[config.mk]
export PLATFORM = sky130hd
export DESIGN_NAME = spi_byte_master
export DESIGN_NICKNAME = d
export VERILOG_FILES = /design/src/rtl/spi_master_pkg.sv /design/src/rtl/spi_rate_div.sv /design/src/rtl/spi_shift_engine.sv /design/src/rtl/spi_byte_master.sv
export SDC_FILE = /design/constraint.sdc
export NUM_CORES = 1
export LEC_CHECK = 0
export BUFFER_PORTS_ARGS = -buffer_cell sky130_fd_sc_hd__buf_2
export CORE_ASPECT_RATIO = 0.6
export CORE_MARGIN = 4
export CORE_UTILIZATION = 55
export DETAILED_ROUTE_END_ITERATION = 12
export GPL_TIMING_DRIVEN = 0
export PLACE_DENSITY = 0.79
export REMOVE_ABC_BUFFERS = 1
export SLEW_MARGIN = 20
export SYNTH_ARGS = -nofsm -noshare
export SYNTH_HDL_FRONTEND = slang
export SYNTH_SLANG_ARGS = --single-unit
[constraint.sdc]
create_clock -name clk -period 4.1 [get_ports clk]
set_clock_uncertainty 0.15 [all_clocks]
set_input_delay 0.615 -clock clk [delete_from_list [all_inputs] [get_ports clk]]
set_output_delay 0.615 -clock clk [all_outputs]
set_load 0.02 [all_outputs]
[src/rtl/spi_master_pkg.sv]
package spi_master_pkg;
  localparam int ADDR_W = 5;

  localparam logic [ADDR_W-1:0] OFF_CTRL1 = 5'h00;
  localparam logic [ADDR_W-1:0] OFF_CTRL2 = 5'h01;
  localparam logic [ADDR_W-1:0] OFF_RATE  = 5'h04;
  localparam logic [ADDR_W-1:0] OFF_STAT  = 5'h05;
  localparam logic [ADDR_W-1:0] OFF_DATA  = 5'h09;
  localparam logic [ADDR_W-1:0] OFF_PDAT  = 5'h0D;
  localparam logic [ADDR_W-1:0] OFF_PDIR  = 5'h10;

  // control-1 field positions
  localparam int C1_IE   = 7;
  localparam int C1_EN   = 6;
  localparam int C1_MSTR = 4;
  localparam int C1_POL  = 3;
  localparam int C1_PHA  = 2;
  localparam int C1_LSB  = 0;
  localparam logic [7:0] C1_MASK = 8'hDF;

  // status field positions
  localparam int ST_DONE = 7;
  localparam int ST_COLL = 6;
  localparam int ST_FLT  = 4;

  localparam int RATE_PRE_LSB = 4;
  localparam logic [7:0] RATE_MASK = 8'h77;
  localparam int SS_PIN = 3;
endpackage

[src/rtl/spi_rate_div.sv]
module spi_rate_div #(
  parameter int PRE_W = 3,
  parameter int EXP_W = 3
) (
  input  logic             clk,
  input  logic             rst_n,
  input  logic             run,
  input  logic [PRE_W-1:0] pre,
  input  logic [EXP_W-1:0] expo,
  output logic             tick
);
  localparam int CNT_W = PRE_W + (1 << EXP_W);

  logic [CNT_W-1:0] cnt;
  logic [CNT_W-1:0] half;

  // half period = (pre+1) << expo clocks
  assign half = (CNT_W'(pre) + CNT_W'(1)) << expo;
  assign tick = run && (cnt >= half - CNT_W'(1));

  always_ff @(posedge clk or negedge rst_n) begin
    if (!rst_n)            cnt <= '0;
    else if (!run || tick) cnt <= '0;
    else                   cnt <= cnt + CNT_W'(1);
  end
endmodule

[src/rtl/spi_shift_engine.sv]
module spi_shift_engine #(
  parameter int DATA_W = 8
) (
  input  logic              clk,
  input  logic              rst_n,
  input  logic              start,
  input  logic              abort,
  input  logic              tick,
  input  logic              cpol,
  input  logic              cpha,
  input  logic              lsb_first,
  input  logic              miso,
  input  logic [DATA_W-1:0] tx_byte,
  output logic              busy,
  output logic              sck,
  output logic              mosi,
  output logic              done,
  output logic [DATA_W-1:0] rx_byte
);
  localparam int EDGES  = 2 * DATA_W;
  localparam int EDGE_W = $clog2(EDGES);
  localparam logic [EDGE_W-1:0] LAST_EDGE = EDGE_W'(EDGES - 1);

  logic [DATA_W-1:0] tx_sr, rx_sr;
  logic [EDGE_W-1:0] edge_idx;
  logic              sample_now;

  // even edges are leading edges of a bit; phase selects which one samples
  assign sample_now = (edge_idx[0] == cpha);
  assign mosi       = lsb_first ? tx_sr[0] : tx_sr[DATA_W-1];
  assign rx_byte    = rx_sr;

  always_ff @(posedge clk or negedge rst_n) begin
    if (!rst_n) begin
      busy     <= 1'b0;
      sck      <= 1'b0;
      done     <= 1'b0;
      tx_sr    <= '0;
      rx_sr    <= '0;
      edge_idx <= '0;
    end else begin
      done <= 1'b0;
      if (abort) begin
        busy     <= 1'b0;
        sck      <= cpol;
        edge_idx <= '0;
      end else if (!busy) begin
        sck      <= cpol;
        edge_idx <= '0;
        if (start) begin
          busy  <= 1'b1;
          tx_sr <= tx_byte;
        end
      end else if (tick) begin
        sck      <= ~sck;
        edge_idx <= edge_idx + 1'b1;
        if (sample_now)
          rx_sr <= lsb_first ? {miso, rx_sr[DATA_W-1:1]} : {rx_sr[DATA_W-2:0], miso};
        else if (edge_idx != '0)
          tx_sr <= lsb_first ? (tx_sr >> 1) : (tx_sr << 1);
        if (edge_idx == LAST_EDGE) begin
          busy <= 1'b0;
          done <= 1'b1;
        end
      end
    end
  end
endmodule

[src/rtl/spi_byte_master.sv]
module spi_byte_master
  import spi_master_pkg::*;
#(
  parameter int PRE_W = 3,
  parameter int EXP_W = 3
) (
  input  logic              clk,
  input  logic              rst_n,
  input  logic              bus_sel,
  input  logic              bus_wr,
  input  logic [ADDR_W-1:0] bus_addr,
  input  logic [7:0]        bus_wdata,
  output logic [7:0]        bus_rdata,
  input  logic              miso,
  input  logic              ss_in_n,
  output logic              sck,
  output logic              mosi,
  output logic              ss_n,
  output logic              irq_xfer,
  output logic              irq_modf
);
  logic [7:0] ctrl1, ctrl2, rate, pdat, pdir, dreg, stat;
  logic       spif, wcol, modf;
  logic       spif_arm, wcol_arm, modf_arm;
  logic       spe, mstr, cpol, cpha, lsbf, spie;
  logic       rd, wr, c1_wr, st_rd, dat_wr, dat_acc, modf_hit;
  logic       xfer_busy, xfer_done, rate_tick;
  logic [7:0] rx_byte;

  assign spie = ctrl1[C1_IE];
  assign spe  = ctrl1[C1_EN];
  assign mstr = ctrl1[C1_MSTR];
  assign cpol = ctrl1[C1_POL];
  assign cpha = ctrl1[C1_PHA];
  assign lsbf = ctrl1[C1_LSB];

  assign rd      = bus_sel && !bus_wr;
  assign wr      = bus_sel && bus_wr;
  assign c1_wr   = wr && (bus_addr == OFF_CTRL1);
  assign st_rd   = rd && (bus_addr == OFF_STAT);
  assign dat_wr  = wr && (bus_addr == OFF_DATA);
  assign dat_acc = bus_sel && (bus_addr == OFF_DATA);

  assign modf_hit = spe && mstr && !pdir[SS_PIN] && !ss_in_n;

  spi_rate_div #(.PRE_W(PRE_W), .EXP_W(EXP_W)) u_div (
    .clk  (clk),
    .rst_n(rst_n),
    .run  (xfer_busy),
    .pre  (rate[RATE_PRE_LSB +: PRE_W]),
    .expo (rate[0 +: EXP_W]),
    .tick (rate_tick)
  );

  spi_shift_engine #(.DATA_W(8)) u_shift (
    .clk      (clk),
    .rst_n    (rst_n),
    .start    (dat_wr && spe && mstr),
    .abort    (!(spe && mstr)),
    .tick     (rate_tick),
    .cpol     (cpol),
    .cpha     (cpha),
    .lsb_first(lsbf),
    .miso     (miso),
    .tx_byte  (bus_wdata),
    .busy     (xfer_busy),
    .sck      (sck),
    .mosi     (mosi),
    .done     (xfer_done),
    .rx_byte  (rx_byte)
  );

  // plain registers
  always_ff @(posedge clk or negedge rst_n) begin
    if (!rst_n) begin
      ctrl1 <= '0;
      ctrl2 <= '0;
      rate  <= '0;
      pdat  <= '0;
      pdir  <= '0;
      dreg  <= '0;
    end else begin
      if (c1_wr)         ctrl1 <= bus_wdata & C1_MASK;
      else if (modf_hit) ctrl1[C1_MSTR] <= 1'b0;
      if (wr && bus_addr == OFF_CTRL2) ctrl2 <= bus_wdata;
      if (wr && bus_addr == OFF_RATE)  rate  <= bus_wdata & RATE_MASK;
      if (wr && bus_addr == OFF_PDAT)  pdat  <= bus_wdata;
      if (wr && bus_addr == OFF_PDIR)  pdir  <= bus_wdata;
      if (xfer_done) dreg <= rx_byte;
    end
  end

  // status flags with read-status-then-access clearing
  always_ff @(posedge clk or negedge rst_n) begin
    if (!rst_n) begin
      {spif, wcol, modf}             <= '0;
      {spif_arm, wcol_arm, modf_arm} <= '0;
    end else if (!spe) begin
      {spif, wcol, modf}             <= '0;
      {spif_arm, wcol_arm, modf_arm} <= '0;
    end else begin
      if (st_rd) begin
        spif_arm <= spif;
        wcol_arm <= wcol;
        modf_arm <= modf;
      end else begin
        if (dat_acc) begin
          spif_arm <= 1'b0;
          wcol_arm <= 1'b0;
        end
        if (c1_wr) modf_arm <= 1'b0;
      end
      if (xfer_done)                spif <= 1'b1;
      else if (dat_acc && spif_arm) spif <= 1'b0;
      if (dat_wr && xfer_busy)      wcol <= 1'b1;
      else if (dat_acc && wcol_arm) wcol <= 1'b0;
      if (modf_hit)                 modf <= 1'b1;
      else if (c1_wr && modf_arm)   modf <= 1'b0;
    end
  end

  always_comb begin
    stat          = '0;
    stat[ST_DONE] = spif;
    stat[ST_COLL] = wcol;
    stat[ST_FLT]  = modf;
  end

  always_comb begin
    case (bus_addr)
      OFF_CTRL1: bus_rdata = ctrl1;
      OFF_CTRL2: bus_rdata = ctrl2;
      OFF_RATE:  bus_rdata = rate;
      OFF_STAT:  bus_rdata = stat;
      OFF_DATA:  bus_rdata = dreg;
      OFF_PDAT:  bus_rdata = pdat;
      OFF_PDIR:  bus_rdata = pdir;
      default:   bus_rdata = '0;
    endcase
  end

  assign ss_n     = pdir[SS_PIN] ? pdat[SS_PIN] : 1'b1;
  assign irq_xfer = spie && spif;
  assign irq_modf = spie && modf;
endmodule

==> results of run 1 <==
-- per-stage QoR --
| step | power (mW) | cell area (um2) |
|---|---|---|
| 2_1_floorplan | 1.31 | 4820 |
| 3_3_place_gp | 1.43 | 5120 |
| 3_5_place_dp | 1.47 | 5150 |
| 4_1_cts | 2.22 | 5510 |
| 5_1_grt | 2.46 | 5760 |
| 6_report | 2.35 | 5760 |
-- cells by family (layout without fill, tap and decap cells) --
| family | after synthesis | after routing | share of synthesized area (%) |
|---|---|---|---|
| compound gates | 102 | 102 | 14.2 |
| xor+xnor | 20 | 20 | 3.55 |
| fa+ha+maj | 16 | 16 | 4.06 |
| buf+inv | 38 | 74 | 3.27 |
| flops | 85 | 85 | 43.1 |
| mux | 62 | 62 | 13.9 |
| simple gates | 160 | 160 | 17.9 |
-- cells in the mapped netlist (2+ instances only) --
library cell  number  area, um2
and3_1             9       56.3
a21oi_1           21        105
a211oi_1           2       15.0
nor4_2             2       25.0
nand2_1           43        161
o21ai_0           26        130
nand4_1            3       18.8
and4b_1            3       30.0
nand3b_1           4       30.0
buf_2              9       45.0
inv_1             13       48.8
a222oi_1           6       60.1
nor3_1             4       20.0
a21boi_0           5       37.5
or3_1              2       12.5
nand3_1           27        135
o211ai_1           3       22.5
xor2_1            10       87.6
nor3_2             2       20.0
nor2_1            30        113
ha_1              16        200
clkbuf_1          14       52.6
mux2i_1            8       80.1
nor2b_1            6       37.5
nand2b_1           9       56.3
and2_1             5       31.3
xnor2_1           10       87.6
mux2_2            53        597
dfrtp_1           85       2130
a22oi_1           17        128
a21o_1             2       15.0
-- repair_timing --
item                                    in CTS  in global routing
hold buffers                                 0                  0
gates resized for setup                     10                 38
setup buffers                                4                 10
pin swaps                                    4                 14
endpoints found under the setup margin      34                 33
-- final timing paths --
| path | from | end | slack, ns |
|---|---|---|---|
| worst max-delay path | rate[5]$_DFFE_PN0P_ | u_shift.tx_sr[5]$_DFFE_PN0P_ | 0.07 |
| min in group clk | pdat[7]$_DFFE_PN0P_ | pdat[7]$_DFFE_PN0P_ | 0.34 |
| worst max register to register | rate[5]$_DFFE_PN0P_ | u_shift.tx_sr[5]$_DFFE_PN0P_ | 0.07 |
| worst min-delay path | rst_n | ctrl1[7]$_DFFE_PN0P_ | 0.06 |
| max in group asynchronous | rst_n | u_shift.edge_idx[3]$_DFFE_PN0P_ | 3.13 |
| worst min register to register | pdat[7]$_DFFE_PN0P_ | pdat[7]$_DFFE_PN0P_ | 0.34 |
-- cell type report --
class	count	area [um2]
clock buffers	13	250
well taps	112	140
repair buffers	46	303
flip-flops and latches	85	2130
inverters	13	48.8
multi-input cells	360	2880
fillers	638	2860
clock inverters	2	10.0
-- routing by layer --
layer	vias up	share of wire, %	track usage (%)
li1	1824	-	-
met1	2002	45	35.8
met2	198	45	36.9
met3	25	8.9	6.96
met4	0	1.7	5.50
met5	-	0	0
-- state kept, by name (all words and copies together), names as in the netlist, 4 cells and up --
signal            count
rate                  6
u_shift.rx_byte       8
u_shift.edge_idx      4
pdat                  8
ctrl1                 7
u_div.cnt            11
pdir                  8
ctrl2                 8
u_shift.tx_sr         8
dreg                  8
-- power breakdown --
group          total (mW)  switching [mW]  internal, mW  leakage [nW]
Clock               0.731           0.309         0.422         0.129
Combinational       0.628           0.348         0.280          1.34
Sequential          0.988          0.0955         0.893          1.14
Total                2.35           0.752          1.59          2.62
==> flow_metrics.env, run 1 <==
export IMPL_fin_crit_ns=4.03
export IMPL_wl_mm=12.8
export IMPL_cp_cell_sequence="ha_4 -> xor2_4 -> o211ai_1 -> buf_4 -> and2_1 -> o21a_1 -> a21bo_2 -> a21oi_1 -> ha_1 -> and3_1 -> o21ai_0 -> and3_1 -> a41oi_4 -> nand4_4 -> mux2_4"
export IMPL_worst_path_stages=15
export IMPL_seq_area_frac_synth_pct=43.1
export IMPL_worstPathMaxFanout=8
export IMPL_antenna_cells=0
export IMPL_initial_utilization_pct=57.2
export IMPL_cts_sinks=85
export IMPL_slew_headroom_pct=28.9
export IMPL_synth_seq_cells=85
export IMPL_instances_no_fill=631
export IMPL_cts_made_buffers=9
export IMPL_run_status="finished clean"
export IMPL_mostFrequentLayoutCell="dfrtp_1"
export IMPL_grt_setup_unrepaired="true"
export IMPL_cp_end_kind="flop"
export IMPL_timing_critical_path_mode_cell="and3_1"
export IMPL_cpPeakStageDelay_ns=0.46
export IMPL_ant_nets=0
export IMPL_drt_pass1_iterations=5
export IMPL_ys_warn_count=0
export IMPL_netlist_area_mm2=0.00493
export IMPL_critPathSlowestCell="dfrtp_2"
export IMPL_layout_drive_gt1_share_pct=30.1
export IMPL_routed_via_density=6.42
export IMPL_async_reset_ff_share_pct=100
export IMPL_hold_class="in2async"
export IMPL_postSynthAreaPerCell_um2=10.2
export IMPL_die_area_mm2=0.0106
export IMPL_start_kind="flop"
export IMPL_antenna_found_initial=0
export IMPL_ir_drop_mv=0.220
export IMPL_hold_viol=0
export IMPL_reg2reg_depth=15
export IMPL_fmax_mhz=248
export IMPL_layout_common_cells="dfrtp_1 (79), mux2_2 (46), nand2_1 (42)"
export IMPL_synthCells=483
export IMPL_critPathArrivalTime_ns=4.11
export IMPL_worst_slack_ns=0.0670
export IMPL_wl_per_cell_um=20.3
export IMPL_yosysUniqueCellTypes=65
export IMPL_final_net_count=550
export IMPL_slew_viol_final=0
export IMPL_drv_cap=0
export IMPL_cts_clk_slew_worst_paths_ns=0.06
export IMPL_synth_ff_type="dfrtp_1"
export IMPL_timing_final_crit_share_pct=98.4
export IMPL_grt_pass1_vias=3792
export IMPL_fp_coreArea_mm2=0.00862
export IMPL_die_x_um=130
export IMPL_setup_viol=0
export IMPL_cp_required_ns=4.17
export IMPL_worst_pin_slew_ns=1.06
export IMPL_cpLargestDelayFamily="compound AO/OA/AOI/OAI gates"
export IMPL_synthToLayoutAreaGrowth_pct=16.8
export IMPL_rows=26
export IMPL_dp_slack_ns=-1.04
export IMPL_io_buffers=31
export IMPL_power_density_mw_per_mm2=407
export IMPL_grt_pass1_wl_mm=20.0
export IMPL_grt_max_degree=56
export IMPL_grtUsageTotal_pct=24.7
export IMPL_crit_type="reg2reg"
export IMPL_gp_congestion=0.924
export IMPL_hold_ws_ns=0.0592
export IMPL_drt_iter0_drc=500
export IMPL_synth_edf_count=0
export IMPL_vias=4049
export IMPL_worstPathBufferInverterCount=1
export IMPL_root_buffer="clkbuf_16"
export IMPL_overflow=0
export IMPL_drc=0
export IMPL_clockBufferDepth=2
export IMPL_p_leak_nw=2.62
export IMPL_clock_latency_ns=0.34
export IMPL_cts_tree="yes"
export IMPL_io_pins=32
export IMPL_tns_ns=0
export IMPL_htree_levels=3
export IMPL_utilization_pct=66.9
export IMPL_dp_hpwl_mm=8.73
export IMPL_place_inst=602
export IMPL_die_y_um=81.4
Note: power is estimated with default switching activity, not from simulation.
==> run 2: changes to the inputs <==
--- a/config.mk
+++ b/config.mk
@@ -8,10 +8,10 @@
 export BUFFER_PORTS_ARGS = -buffer_cell sky130_fd_sc_hd__buf_2
 export CORE_ASPECT_RATIO = 0.6
 export CORE_MARGIN = 4
-export CORE_UTILIZATION = 55
+export CORE_UTILIZATION = 40
 export DETAILED_ROUTE_END_ITERATION = 12
 export GPL_TIMING_DRIVEN = 0
-export PLACE_DENSITY = 0.79
+export PLACE_DENSITY = 0.62
 export REMOVE_ABC_BUFFERS = 1
 export SLEW_MARGIN = 20
 export SYNTH_ARGS = -nofsm -noshare
==> run 2 against run 1 <==
Sequential share of layout area up 0.65 points. Register-to-register slack better by 0.11 ns. Clock power up 5.1%. Non-clock buffer count down 5. Critical path depth unchanged. Sequential cell count unchanged. Sequential power down 0.9%. Critical path type unchanged. Largest power group unchanged.
==> flow_metrics.env, run 2 (same netlist as run 1, synthesis figures left out) <==
export IMPL_drt_iter0_drc=301
export IMPL_grt_setup_unrepaired="false"
export IMPL_antenna_cells=0
export IMPL_synthToLayoutAreaGrowth_pct=14.8
export IMPL_antenna_found_initial=0
export IMPL_routed_via_density=5.72
export IMPL_fmax_mhz=255
export IMPL_drt_pass1_iterations=7
export IMPL_cts_clk_slew_worst_paths_ns=0.06
export IMPL_htree_levels=3
export IMPL_use_met1_pct=29.1
export IMPL_instances_no_fill=680
export IMPL_hold_viol=0
export IMPL_tns_ns=0
export IMPL_largest_reg_flops=11
export IMPL_final_net_count=545
export IMPL_io_buffers=31
export IMPL_reg2reg_depth=15
export IMPL_drv_cap=0
export IMPL_vias=3887
export IMPL_die_y_um=94.0
export IMPL_critPathArrivalTime_ns=4.00
export IMPL_worstReg2RegEnd="u_shift.tx_sr[0]$_DFFE_PN0P_"
export IMPL_regArea_mm2=0.00213
export IMPL_cp_end_kind="flop"
export IMPL_place_inst=655
export IMPL_ir_drop_mv=0.170
export IMPL_die_x_um=151
export IMPL_mostFrequentLayoutCell="dfrtp_1"
export IMPL_fill_cells=1157
export IMPL_wl_per_cell_um=18.0
export IMPL_intPower_mw=1.56
export IMPL_hold_class="in2async"
export IMPL_setup_viol=0
export IMPL_cts_tree="yes"
export IMPL_run_status="finished clean"
export IMPL_cp_required_ns=4.18
export IMPL_root_buffer="clkbuf_16"
export IMPL_timing_final_crit_share_pct=95.6
export IMPL_utilization_pct=47.0
export IMPL_hold_ws_ns=0.0438
export IMPL_p_leak_nw=2.53
export IMPL_combPwrFrac_pct=23.5
export IMPL_multi_input_area_mm2=0.00273
export IMPL_startpoint="rate[5]$_DFFE_PN0P_"
export IMPL_met3_usage_pct=4.00
export IMPL_cts_sinks=85
export IMPL_overflow=0
export IMPL_largest_register="u_div.cnt"
export IMPL_grt_pass1_vias=3603
export IMPL_grt_max_degree=59
export IMPL_swShare_pct=31.9
export IMPL_layout_common_cells="dfrtp_1 (79), mux2_2 (53), nand2_1 (43)"
export IMPL_cts_made_buffers=9
export IMPL_rows=31
export IMPL_initial_utilization_pct=40.9
export IMPL_clockBufferDepth=2
export IMPL_dp_hpwl_mm=8.96
export IMPL_clkPwrFrac_pct=33.6
export IMPL_p_sw_uw=728
export IMPL_gp_congestion=0.870
export IMPL_layout_drive_gt1_share_pct=27.6
export IMPL_fp_coreArea_mm2=0.0121
export IMPL_postPlaceCellArea_mm2=0.00522
export IMPL_stdcell_area_mm2=0.00566
export IMPL_grtUsageTotal_pct=17.9
export IMPL_wl_mm=12.2
export IMPL_crit_type="reg2reg"
export IMPL_worstPathMaxFanout=8
export IMPL_io_pins=32
export IMPL_ant_nets=0
export IMPL_grt_pass1_wl_mm=19.7
export IMPL_grtUsageMet2_pct=23.3
export IMPL_slew_viol_final=0
export IMPL_die_area_mm2=0.0142
export IMPL_fin_crit_ns=3.92
export IMPL_power_density_mw_per_mm2=403
export IMPL_busiest_layer="met1"
export IMPL_rrSetupSlack_ns=0.18
export IMPL_clock_latency_ns=0.34
export IMPL_start_kind="flop"
export IMPL_drc=0
export IMPL_crit_end="u_shift.tx_sr[0]$_DFFE_PN0P_"
export IMPL_worst_pin_slew_ns=1.06
export IMPL_r2r_start="rate[5]$_DFFE_PN0P_"
export IMPL_seqPwrFrac_pct=42.9
export IMPL_slew_headroom_pct=28.6
==> run 2: cell type report <==
class	instances	share of cell area, %
Tap cell	165	3.64
Clock buffer	10	4.22
Clock inverter	6	0.861
Multi-Input combinational cell	360	48.3
Sequential cell	85	37.7
Inverter	13	0.861
Timing Repair Buffer	41	4.46
==> run 2: what timing repair did <==
action | in CTS | in global routing
gates resized for setup | 9 | 10
setup buffers | 5 | 4
hold buffers | 0 | 0
pin swaps | 4 | 3
endpoints found under the setup margin | 34 | 24
==> run 2: stage by stage <==
step	power [mW]	setup WS, ns
2_1_floorplan	1.31	-0.126
3_3_place_gp	1.45	-0.917
3_5_place_dp	1.47	-0.783
4_1_cts	2.27	0.0101
5_1_grt	2.40	0.00963
6_report	2.28	0.181
==> run 2: how the worst min path moves through the flow <==
stage	startpoint	end	slack, ns	cells past startpoint
2_1_floorplan	rst_n	ctrl1[0]$_DFFE_PN0P_	0.17	0
6_report	rst_n	pdir[5]$_DFFE_PN0P_	0.04	1
4_1_cts	rst_n	pdir[5]$_DFFE_PN0P_	0.06	1
5_1_grt	rst_n	pdir[5]$_DFFE_PN0P_	0.07	1
3_5_place_dp	ctrl2[4]$_DFFE_PN0P_	ctrl2[4]$_DFFE_PN0P_	0.32	2
3_3_place_gp	ctrl2[0]$_DFFE_PN0P_	ctrl2[0]$_DFFE_PN0P_	0.31	2
==> run 2: power groups by stage <==
stage / logic [mW] / registers [mW] / clock network [mW]
finish: 0.537 / 0.979 / 0.768
global route: 0.590 / 0.987 / 0.820
CTS: 0.508 / 0.975 / 0.786
detailed placement: 0.474 / 0.993 / 0
global placement: 0.457 / 0.990 / 0
floorplan: 0.345 / 0.967 / 0
==> run 2: routing by layer <==
metal,vias to the layer above,wire length [um]
li1,1825,-
met2,123,4780
met3,20,800
met5,-,0
met1,1919,6440
met4,0,193
==> run 2: critical path, cell delays in order (launching register included) <==
cell and delay, ns:
dfrtp_2 0.45, ha_4 0.20, xor2_2 0.19, o2111ai_1 0.28, nand2_1 0.17, or3b_4 0.42, xor2_1 0.16, a221oi_2 0.31
ha_1 0.30, nand3_1 0.07, nor2_1 0.05, a211oi_2 0.17, buf_4 0.17, a41oi_4 0.13, nand4_4 0.23, mux2_2 0.35
==> run 3: changes to the inputs <==
--- a/config.mk
+++ b/config.mk
@@ -5,13 +5,14 @@
 export SDC_FILE = /design/constraint.sdc
 export NUM_CORES = 1
 export LEC_CHECK = 0
+export ABC_CLOCK_PERIOD_IN_PS = 4100
 export BUFFER_PORTS_ARGS = -buffer_cell sky130_fd_sc_hd__buf_2
 export CORE_ASPECT_RATIO = 0.6
 export CORE_MARGIN = 4
-export CORE_UTILIZATION = 40
+export CORE_UTILIZATION = 25
 export DETAILED_ROUTE_END_ITERATION = 12
 export GPL_TIMING_DRIVEN = 0
-export PLACE_DENSITY = 0.62
+export PLACE_DENSITY = 0.44
 export REMOVE_ABC_BUFFERS = 1
 export SLEW_MARGIN = 20
 export SYNTH_ARGS = -nofsm -noshare
==> run 3 against run 2 <==
Via count down 0.57%. Cell area up 6.1%. Fmax down 2.7%. Combinational power up 15%. Register-to-register slack worse by 0.11 ns. Setup slack worse by 0.11 ns. Critical path type unchanged.
==> flow_metrics.env, run 3 (same netlist as run 1, synthesis figures left out) <==
export IMPL_run_status="finished clean"
export IMPL_cts_made_buffers=9
export IMPL_initial_utilization_pct=25.7
export IMPL_io_pins=32
export IMPL_drt_iter0_drc=362
export IMPL_cp_required_ns=4.17
export IMPL_cts_clk_slew_worst_paths_ns=0.07
export IMPL_timing_final_crit_share_pct=98.2
export IMPL_layout_common_cells="dfrtp_1 (79), nand2_1 (43), mux2_2 (38)"
export IMPL_place_inst=756
export IMPL_critPathArrivalTime_ns=4.10
export IMPL_power_density_mw_per_mm2=404
export IMPL_hold_viol=0
export IMPL_fin_crit_ns=4.03
export IMPL_clockBufferDepth=2
export IMPL_intPower_mw=1.65
export IMPL_tns_ns=0
export IMPL_die_y_um=117
export IMPL_utilization_pct=31.2
export IMPL_grt_setup_unrepaired="true"
export IMPL_p_sw_uw=775
export IMPL_overflow=0
export IMPL_critPathSlowestCell="dfrtp_2"
export IMPL_postPlaceCellArea_mm2=0.00535
export IMPL_hold_ws_ns=0.0592
export IMPL_vias=3865
export IMPL_p_leak_nw=2.64
export IMPL_mostFrequentLayoutCell="dfrtp_1"
export IMPL_final_net_count=548
export IMPL_ant_nets=0
export IMPL_antenna_found_initial=0
export IMPL_routed_via_density=4.92
export IMPL_worst_slack_ns=0.0734
export IMPL_largest_reg_flops=11
export IMPL_cts_tree="yes"
export IMPL_power_mw=2.42
export IMPL_fp_coreArea_mm2=0.0192
export IMPL_hold_class="in2async"
export IMPL_cpPeakStageDelay_ns=0.43
export IMPL_die_area_mm2=0.0221
export IMPL_grt_pass1_vias=3707
export IMPL_start_kind="flop"
export IMPL_ir_drop_mv=0.200
export IMPL_dp_slack_ns=-0.846
export IMPL_slew_headroom_pct=29.7
export IMPL_setup_viol=0
export IMPL_worstPathMaxFanout=8
export IMPL_swShare_pct=32.0
export IMPL_cp_end_kind="flop"
export IMPL_grt_pass1_wl_mm=21.5
export IMPL_clkPwrFrac_pct=33.9
export IMPL_grt_max_degree=57
export IMPL_root_buffer="clkbuf_16"
export IMPL_rows=39
export IMPL_slew_viol_final=0
export IMPL_gp_congestion=0.859
export IMPL_drv_cap=0
export IMPL_htree_levels=3
export IMPL_combPwrFrac_pct=25.4
export IMPL_dp_hpwl_mm=10.0
export IMPL_seqPwrFrac_pct=40.6
export IMPL_cts_sinks=85
export IMPL_reg2reg_depth=16
export IMPL_drc=0
export IMPL_worst_pin_slew_ns=1.05
export IMPL_wl_per_cell_um=17.8
export IMPL_wl_mm=14.0
export IMPL_drt_pass1_iterations=7
export IMPL_io_buffers=31
export IMPL_holdBufCountCts=0
export IMPL_largest_register="u_div.cnt"
export IMPL_synthToLayoutAreaGrowth_pct=21.7
export IMPL_fmax_mhz=248
export IMPL_timing_critical_path_mode_cell="ha_4"
export IMPL_clock_latency_ns=0.34
export IMPL_crit_type="reg2reg"
export IMPL_die_x_um=189
export IMPL_cp_cell_sequence="ha_4 -> nor2b_4 -> a21oi_2 -> nand2b_4 -> ha_4 -> or3b_4 -> xor2_2 -> a221oi_2 -> ha_1 -> nand3_2 -> nor2_2 -> a211oi_4 -> buf_4 -> o211ai_4 -> nand3_4 -> mux2_4"
export IMPL_instances_no_fill=785
export IMPL_grtUsageTotal_pct=12.5
export IMPL_stdcell_area_mm2=0.00601
export IMPL_layout_drive_gt1_share_pct=30.3
run 3: power groups by stage:
| stage | Combinational [mW] | Sequential (mW) | Clock [mW] |
|---|---|---|---|
| global route | 0.676 | 0.996 | 0.882 |
| detailed placement | 0.490 | 0.996 | 0 |
| finish | 0.616 | 0.985 | 0.822 |
| CTS | 0.520 | 0.979 | 0.847 |
| global placement | 0.472 | 0.993 | 0 |
| floorplan | 0.345 | 0.967 | 0 |
run 3: path summary, 6_finish.rpt:
kind	from	slack (ns)	end
setup / recovery	rate[5]$_DFFE_PN0P_	0.07	u_shift.rx_byte[7]$_DFFE_PN0P_
hold / removal	rst_n	0.06	ctrl2[1]$_DFFE_PN0P_
setup reg to reg	rate[5]$_DFFE_PN0P_	0.07	u_shift.rx_byte[7]$_DFFE_PN0P_
hold reg to reg	ctrl2[0]$_DFFE_PN0P_	0.33	ctrl2[0]$_DFFE_PN0P_
max in group asynchronous	rst_n	3.10	u_shift.tx_sr[1]$_DFFE_PN0P_
min in group clk	ctrl2[0]$_DFFE_PN0P_	0.33	ctrl2[0]$_DFFE_PN0P_
run 3: repair_timing:
action,CTS,global route
pin swaps,5,13
gates resized for setup,13,42
setup buffers,4,9
cloned,0,0
endpoints found under the setup margin,34,32
run 3: critical path: cells and delay by family (launching register included):
| kind | cells | cell delay (ns) |
|---|---|---|
| compound gates | 4 | 0.91 |
| xor+xnor | 1 | 0.16 |
| fa+ha+maj | 3 | 0.72 |
| buf+inv | 1 | 0.18 |
| flops | 1 | 0.43 |
| mux | 1 | 0.32 |
| simple gates | 6 | 1.03 |
run 3: per-layer routing:
metal | wire length, um | up-vias | track usage [%]
li1 | - | 1829 | -
met1 | 7670 | 1940 | 20.2
met2 | 5540 | 84 | 16.9
met3 | 638 | 12 | 2.70
met4 | 120 | 0 | 2.50
met5 | 0 | - | 0
run 3: layout make-up:
class / count / area [um2]
flip-flops and latches: 85 / 2130
clock buffers: 11 / 243
well taps: 266 / 333
fillers: 2002 / 13200
diodes: 1 / 2.50
multi-input cells: 360 / 2910
clock inverters: 5 / 60.1
inverters: 13 / 48.8
repair buffers: 44 / 275
